==> src/rtl/fpsr_pkg.sv <==
package fpsr_pkg;

    localparam int EXP_W  = 8;
    localparam int FRAC_W = 23;
    localparam int WORD_W = 1 + EXP_W + FRAC_W;
    localparam int OP_W   = 3;
    localparam int CLS_W  = 3;

    typedef enum logic [OP_W-1:0] {
        OP_ADD  = 3'd0,
        OP_SUB  = 3'd1,
        OP_MUL  = 3'd2,
        OP_DIV  = 3'd3,
        OP_SQRT = 3'd4
    } op_e;

    typedef enum logic [CLS_W-1:0] {
        CL_ZERO = 3'd0,
        CL_SUBN = 3'd1,
        CL_NORM = 3'd2,
        CL_INF  = 3'd3,
        CL_QNAN = 3'd4,
        CL_SNAN = 3'd5
    } cls_e;

    typedef struct packed {
        logic              sign;
        logic [EXP_W-1:0]  exp;
        logic [FRAC_W-1:0] frac;
    } fp_word_t;

    typedef struct packed {
        logic     hit;
        logic     invalid;
        logic     divzero;
        fp_word_t value;
    } verdict_t;

    function automatic logic cls_is_nan(cls_e c);
        return (c == CL_QNAN) || (c == CL_SNAN);
    endfunction

    function automatic logic cls_is_finite(cls_e c);
        return (c == CL_ZERO) || (c == CL_SUBN) || (c == CL_NORM);
    endfunction

    function automatic fp_word_t make_inf(logic s);
        fp_word_t w;
        w.sign = s;
        w.exp  = '1;
        w.frac = '0;
        return w;
    endfunction

    function automatic fp_word_t make_zero(logic s);
        fp_word_t w;
        w.sign = s;
        w.exp  = '0;
        w.frac = '0;
        return w;
    endfunction

    function automatic fp_word_t default_qnan();
        fp_word_t w;
        w.sign             = 1'b0;
        w.exp              = '1;
        w.frac             = '0;
        w.frac[FRAC_W-1]   = 1'b1;
        return w;
    endfunction

    function automatic fp_word_t quieten(fp_word_t w);
        fp_word_t q;
        q                = w;
        q.frac[FRAC_W-1] = 1'b1;
        return q;
    endfunction

endpackage

==> src/rtl/fpsr_classify.sv <==
module fpsr_classify
    import fpsr_pkg::*;
(
    input  fp_word_t word,
    output cls_e     cls
);
    logic exp_full, exp_empty, frac_any, top_frac;

    always_comb begin
        exp_full  = &word.exp;
        exp_empty = ~|word.exp;
        frac_any  = |word.frac;
        top_frac  = word.frac[FRAC_W-1];
        if (exp_empty)
            cls = frac_any ? CL_SUBN : CL_ZERO;
        else if (!exp_full)
            cls = CL_NORM;
        else if (!frac_any)
            cls = CL_INF;
        else
            cls = top_frac ? CL_QNAN : CL_SNAN;
    end
endmodule

==> src/rtl/fpsr_nan_pick.sv <==
module fpsr_nan_pick
    import fpsr_pkg::*;
(
    input  op_e      op,
    input  fp_word_t a,
    input  fp_word_t b,
    input  cls_e     a_cls,
    input  cls_e     b_cls,
    output verdict_t verdict
);
    logic use_b, a_nan, b_nan;

    always_comb begin
        use_b   = (op != OP_SQRT);
        a_nan   = cls_is_nan(a_cls);
        b_nan   = use_b && cls_is_nan(b_cls);
        verdict = '0;
        if (a_nan || b_nan) begin
            verdict.hit     = 1'b1;
            verdict.invalid = (a_cls == CL_SNAN) || (use_b && (b_cls == CL_SNAN));
            verdict.value   = a_nan ? quieten(a) : quieten(b);
        end
    end
endmodule

==> src/rtl/fpsr_rules.sv <==
module fpsr_rules
    import fpsr_pkg::*;
(
    input  op_e      op,
    input  fp_word_t a,
    input  fp_word_t b,
    input  cls_e     a_cls,
    input  cls_e     b_cls,
    output verdict_t verdict
);
    logic a_inf, b_inf, a_zero, b_zero, xsign, b_eff;

    always_comb begin
        a_inf   = (a_cls == CL_INF);
        b_inf   = (b_cls == CL_INF);
        a_zero  = (a_cls == CL_ZERO);
        b_zero  = (b_cls == CL_ZERO);
        xsign   = a.sign ^ b.sign;
        b_eff   = (op == OP_SUB) ? ~b.sign : b.sign;
        verdict = '0;
        unique case (op)
            OP_ADD, OP_SUB: begin
                if (a_inf && b_inf && (a.sign != b_eff)) begin
                    verdict.hit     = 1'b1;
                    verdict.invalid = 1'b1;
                    verdict.value   = default_qnan();
                end else if (a_inf) begin
                    verdict.hit   = 1'b1;
                    verdict.value = make_inf(a.sign);
                end else if (b_inf) begin
                    verdict.hit   = 1'b1;
                    verdict.value = make_inf(b_eff);
                end
            end
            OP_MUL: begin
                if ((a_inf && b_zero) || (a_zero && b_inf)) begin
                    verdict.hit     = 1'b1;
                    verdict.invalid = 1'b1;
                    verdict.value   = default_qnan();
                end else if (a_inf || b_inf) begin
                    verdict.hit   = 1'b1;
                    verdict.value = make_inf(xsign);
                end else if (a_zero || b_zero) begin
                    verdict.hit   = 1'b1;
                    verdict.value = make_zero(xsign);
                end
            end
            OP_DIV: begin
                if ((a_zero && b_zero) || (a_inf && b_inf)) begin
                    verdict.hit     = 1'b1;
                    verdict.invalid = 1'b1;
                    verdict.value   = default_qnan();
                end else if (b_zero && !a_inf) begin
                    verdict.hit     = 1'b1;
                    verdict.divzero = 1'b1;
                    verdict.value   = make_inf(xsign);
                end else if (a_inf) begin
                    verdict.hit   = 1'b1;
                    verdict.value = make_inf(xsign);
                end else if (b_inf || a_zero) begin
                    verdict.hit   = 1'b1;
                    verdict.value = make_zero(xsign);
                end
            end
            OP_SQRT: begin
                if (a_zero) begin
                    verdict.hit   = 1'b1;
                    verdict.value = a;
                end else if (a.sign) begin
                    verdict.hit     = 1'b1;
                    verdict.invalid = 1'b1;
                    verdict.value   = default_qnan();
                end else if (a_inf) begin
                    verdict.hit   = 1'b1;
                    verdict.value = make_inf(1'b0);
                end
            end
            default: verdict = '0;
        endcase
    end
endmodule

==> src/rtl/fp_special_resolver.sv <==
module fp_special_resolver
    import fpsr_pkg::*;
(
    input  logic [WORD_W-1:0] op_a,
    input  logic [WORD_W-1:0] op_b,
    input  logic [OP_W-1:0]   op_sel,
    output logic [CLS_W-1:0]  a_class,
    output logic [CLS_W-1:0]  b_class,
    output logic              special,
    output logic [WORD_W-1:0] result,
    output logic              flag_invalid,
    output logic              flag_divzero
);
    fp_word_t wa, wb;
    cls_e     ca, cb;
    op_e      op;
    verdict_t v_nan, v_rule, v_out;

    assign wa = fp_word_t'(op_a);
    assign wb = fp_word_t'(op_b);
    assign op = op_e'(op_sel);

    fpsr_classify u_cls_a (.word(wa), .cls(ca));
    fpsr_classify u_cls_b (.word(wb), .cls(cb));

    fpsr_nan_pick u_nan (
        .op(op), .a(wa), .b(wb), .a_cls(ca), .b_cls(cb), .verdict(v_nan)
    );

    fpsr_rules u_rules (
        .op(op), .a(wa), .b(wb), .a_cls(ca), .b_cls(cb), .verdict(v_rule)
    );

    always_comb begin
        v_out        = v_nan.hit ? v_nan : v_rule;
        a_class      = ca;
        b_class      = cb;
        special      = v_out.hit;
        result       = v_out.hit ? WORD_W'(v_out.value) : '0;
        flag_invalid = v_out.hit && v_out.invalid;
        flag_divzero = v_out.hit && v_out.divzero;
    end

    always_comb begin
        a_r12_flags_exclusive: assert (!(flag_invalid && flag_divzero))
            else $error("invalid and divide-by-zero raised together");
        a_r12_idle_is_quiet: assert (special || (result == '0 && !flag_invalid && !flag_divzero))
            else $error("non-special output not cleared");
        a_r3_nan_out_quiet: assert (!v_nan.hit || (v_nan.value.exp == '1 && v_nan.value.frac[FRAC_W-1]))
            else $error("propagated NaN not quiet");
        a_r7_divzero_gives_inf: assert (!flag_divzero || (special && op == OP_DIV && cb == CL_ZERO
                                        && result[WORD_W-2:0] == {{EXP_W{1'b1}}, {FRAC_W{1'b0}}}))
            else $error("divide-by-zero without infinity");
        a_r6_invalid_qnan: assert (!flag_invalid || (special && result[WORD_W-2 -: EXP_W] == '1
                                   && result[FRAC_W-1]))
            else $error("invalid without quiet NaN");
        if (op_sel <= OP_W'(OP_SQRT)) begin
            a_r12_plain_needs_finite: assert (special || (cls_is_finite(ca)
                                              && (op == OP_SQRT || cls_is_finite(cb))))
                else $error("special dropped with non-finite operand");
        end
    end
endmodule

==> config.mk <==
export PLATFORM = sky130hd
export DESIGN_NAME = fp_special_resolver
export DESIGN_NICKNAME = d
export VERILOG_FILES = /design/src/rtl/fpsr_pkg.sv /design/src/rtl/fpsr_classify.sv /design/src/rtl/fpsr_nan_pick.sv /design/src/rtl/fpsr_rules.sv /design/src/rtl/fp_special_resolver.sv
export SDC_FILE = /design/constraint.sdc
export NUM_CORES = 1
export LEC_CHECK = 0
export ABC_CLOCK_PERIOD_IN_PS = 2300
export CORE_MARGIN = 4
export CORE_UTILIZATION = 27
export DETAILED_ROUTE_END_ITERATION = 8
export PLACE_DENSITY = 0.82
export SLEW_MARGIN = 20
export SYNTH_ARGS = -nofsm -noshare
export SYNTH_HDL_FRONTEND = slang
export SYNTH_SLANG_ARGS = --single-unit
==> constraint.sdc <==
create_clock -name vclk -period 2.3
set_input_delay 0.46 -clock vclk [all_inputs]
set_output_delay 0.46 -clock vclk [all_outputs]
set_load 0.05 [all_outputs]
==> flow_metrics.py, run 1 <==
metrics = {
    "outcome": {
        "status": "aborted with a tool error",
        "haltStage": "clock tree synthesis (4_1_cts)",
        "error_line": "[ERROR DPL-0038] Utilization greater than 100%, impossible to legalize",
    },
    "yosys": {
        "mappedNetlistNets": 227,
        "syn_area_sq_um": 981,
        "yosysWarnings": 0,
        "syn_inst": 160,
        "synthTopCellsByArea": "nand2_1 (16%), nand3_1 (7.7%), o21ai_0 (7.7%)",
        "synth_top_area_share": 0.161,
        "seq_area_frac_synth": 0,
        "synth_top_area_cell": "nand2_1",
        "synth.distinct_cells": 45,
        "avgSynthCellArea_sq_um": 6.13,
    },
    "floorplan": {
        "die_h_um": 68.3,
        "die_w_um": 68.3,
        "num_rows": 21,
        "start_util": 0.287,
        "pin_count": 108,
    },
    "placement": {
        "port_buffers": 108,
        "routabilityCongestion": 0.918,
        "postPlaceCellArea_sq_um": 2740,
        "place_hpwl_mm": 4.51,
        "place_ws_ps": -949,
    },
    "clock_network": {
        "cts_hold_buf": 0,
        "cts_resized": 358,
        "cts_setup_buffers": 18,
    },
}
[Yosys cell counts (2+ instances only)]
cell type / instances
nor4_1: 10
nand3_1: 15
nor3_2: 2
nor3_1: 3
or3_1: 2
o211ai_1: 3
nor4_4: 3
a221oi_1: 2
xnor2_1: 2
nand4_1: 6
clkbuf_1: 6
inv_1: 4
o31ai_1: 2
nor2_1: 8
nand2_1: 42
a211oi_1: 2
a22o_1: 4
a21oi_1: 2
nor2_2: 2
o21ai_0: 15
[cells by family after synthesis]
kind of cell    after synthesis  share of synthesized area
buf+inv                      12                     0.0459
compound gates               41                      0.297
simple gates                104                      0.630
xor+xnor                      3                     0.0268
[metrics by stage]
| step | setup TNS (ps) | std cells |
|---|---|---|
| detailed placement | -32100 | 359 |
| global placement | -31150 | 359 |
| floorplan | -7240 | 160 |
==> run 2, diff against run 1 <==
- ABC_CLOCK_PERIOD_IN_PS: 2300 -> 3000
- CORE_UTILIZATION: 27 -> 25
- PLACE_DENSITY: 0.82 -> not set
- PLACE_DENSITY_LB_ADDON: not set -> 0.15
- clock period: 2.3 -> 3 ns (I/O delays scaled with it)
==> run 2 against run 1 <==
  * The flow now finishes, with violations (setup timing)
  * Synthesized area stayed put
  * Synthesized cell count stayed put
==> flow_metrics.py, run 2 <==
metrics = {
    "outcome": {
        "status": "finished with violations",
        "violations": "setup timing",
    },
    "worst_hold_path": {
        "hp-class": "input port to output pin",
    },
    "floorplan": {
        "die_w_um": 70.6,
        "core_area_sq_um": 3720,
        "num_rows": 22,
        "pin_count": 108,
        "die_h_um": 70.6,
        "start_util": 0.264,
        "die-area_sq_um": 4990,
    },
    "timing": {
        "relSlewSlack": 0.724,
        "setup_tns_ps": -1550,
        "fin_ws_ps": -159,
        "min_period_over_period": 1.05,
        "maxSlewViolCount": 0,
        "fmax_ghz": 0.317,
        "hold_viol": 0,
        "setup_viol": 15,
        "worst_slew_pin_slew_ps": 411,
        "finalCriticalPeriod_ps": 3160,
        "rsz0062_at_grt": "true",
    },
    "drt": {
        "routed_via_density": 5.18,
        "wirelength_mm": 5.49,
        "drtAntennaViolNets": 0,
        "wire_per_inst_um": 15.2,
        "vias": 1875,
        "remaining_drc_errors": 0,
        "drtPass1Iterations": 4,
        "first_iter_violations": 99,
    },
    "layout": {
        "fillers": 295,
        "mostFrequentLayoutCells": "buf_4 (61), nand2_1 (40), buf_6 (25), dlygate4sd2_1 (19), buf_12 (16)",
        "ff_latch_area_sq_um": 0,
        "diodes": 0,
        "clock_buffers": 0,
        "n_sequential_cell": 0,
        "multiInputGateArea_sq_um": 1190,
        "postLayoutCellArea_sq_um": 2770,
        "syn_to_final_growth_pct": 183,
        "final_common_cell": "buf_4",
        "fin_nets": 383,
        "final_layout_size_suffix_gt1_frac": 0.580,
    },
    "critical_path": {
        "cp_data_arrival_time_ps": 2560,
        "crit_fanout": 8,
        "required_ps": 2400,
        "critPathLaunchType": "input port",
        "cp-end-kind": "output pin",
        "critical_path_class": "input port to output pin",
    },
    "yosys": {
        "avgSynthCellArea_sq_um": 6.13,
        "synthTopCellsByArea": "nand2_1 (16%), nand3_1 (7.7%), o21ai_0 (7.7%)",
        "mappedNetlistNets": 227,
        "seq_area_frac_synth": 0,
        "yosysWarnings": 0,
        "synth.distinct_cells": 45,
        "synth_top_area_share": 0.161,
        "synth_common_cells": "nand2_1 (42), nand3_1 (15), o21ai_0 (15)",
        "syn_area_sq_um": 981,
        "syn_inst": 160,
        "synth_most_common_cell": "nand2_1",
        "synth_top_area_cell": "nand2_1",
    },
    "grt": {
        "overflow": 0,
        "grtUsageTotal": 0.201,
        "grt_max_degree": 22,
        "grt_pass1_wl_mm": 8.51,
        "antenna_found_initial": 0,
        "grt_pass1_vias": 1827,
    },
    "placement": {
        "routabilityCongestion": 0.939,
        "place_hpwl_mm": 4.13,
        "postPlaceCellArea_sq_um": 2500,
        "port_buffers": 108,
        "place_ws_ps": -551,
    },
    "power_and_ir_drop": {
        "power.share.clock": 0,
        "netSwitchingFraction": 0.482,
        "power.share.combinational": 1.000,
        "sequentialPowerShare": 0,
        "power_switching_uw": 91.1,
        "p_int_uw": 97.9,
        "ir_drop_v": 0.0000415,
        "leakagePower_uw": 0.00129,
        "power_density_nw_per_um2": 68.2,
    },
    "clock_network": {
        "cts_hold_buf": 0,
    },
    "flow_run": {
        "drv_cap": 0,
    },
}
-- run 2: critical path: stages --
cell and delay, ps:
buf_2 120, nor4_4 290, nand4_4 170, nor4b_4 330, buf_6 150, buf_12 110, o31a_1 260, buf_4 170
a21oi_4 100, o21ai_2 90, buf_6 180
-- run 2: logic make-up (layout without fill, tap and decap cells) --
kind of cell           Yosys count  after routing  synth area share
AND/OR/NAND/NOR                104            104             0.630
buffers and inverters           12            166            0.0459
XOR/XNOR                         3              3            0.0268
AO/OA/AOI/OAI                   41             41             0.297
-- run 2: layout make-up --
class | instances | area share
inverter | 5 | 0.00677
tap | 48 | 0.0217
multi-input combinational | 148 | 0.428
timing repair buffer | 161 | 0.544
-- run 2: metrics by stage --
step | power [uW] | util | hold slack [ps] | std cells
after floorplan | 53.8 | - | 1490 | 160
after global placement | 193 | 0.673 | 1900 | 349
after detailed placement | 195 | 0.673 | 1910 | 349
after CTS | 187 | 0.750 | 1560 | 361
after global routing | 201 | 0.746 | 1580 | 362
final | 189 | 0.746 | 1550 | 362
-- run 2: final timing paths --
path              cells past startpoint    endpoint  slack, ps    start
setup / recovery                     11  result[30]       -160  op_a[2]
hold / removal                        4   result[5]       1550  op_a[5]
-- run 2: repair_timing --
item / CTS / global route
setup endpoints to repair: 37 / 20
gates resized for setup: 204 / 29
pin swaps: 38 / 18
buffers inserted: 12 / 1
-- run 2: metal layers --
layer | vias to the layer above | part of all wire | GRT usage
met5 | - | 0 | 0
met4 | 0 | 0.022 | 0.0146
met3 | 10 | 0.068 | 0.0369
met2 | 71 | 0.52 | 0.389
met1 | 865 | 0.38 | 0.238
li1 | 929 | - | -
-- run 2: power by group through the flow --
stage          sequential (uW)  clock (uW)  combinational, uW
6_report                     0           0                189
5_1_grt                      0           0                201
4_1_cts                      0           0                187
3_5_place_dp                 0           0                195
3_3_place_gp                 0           0                193
2_1_floorplan                0           0               53.8
(Power assumes the default switching activity.)
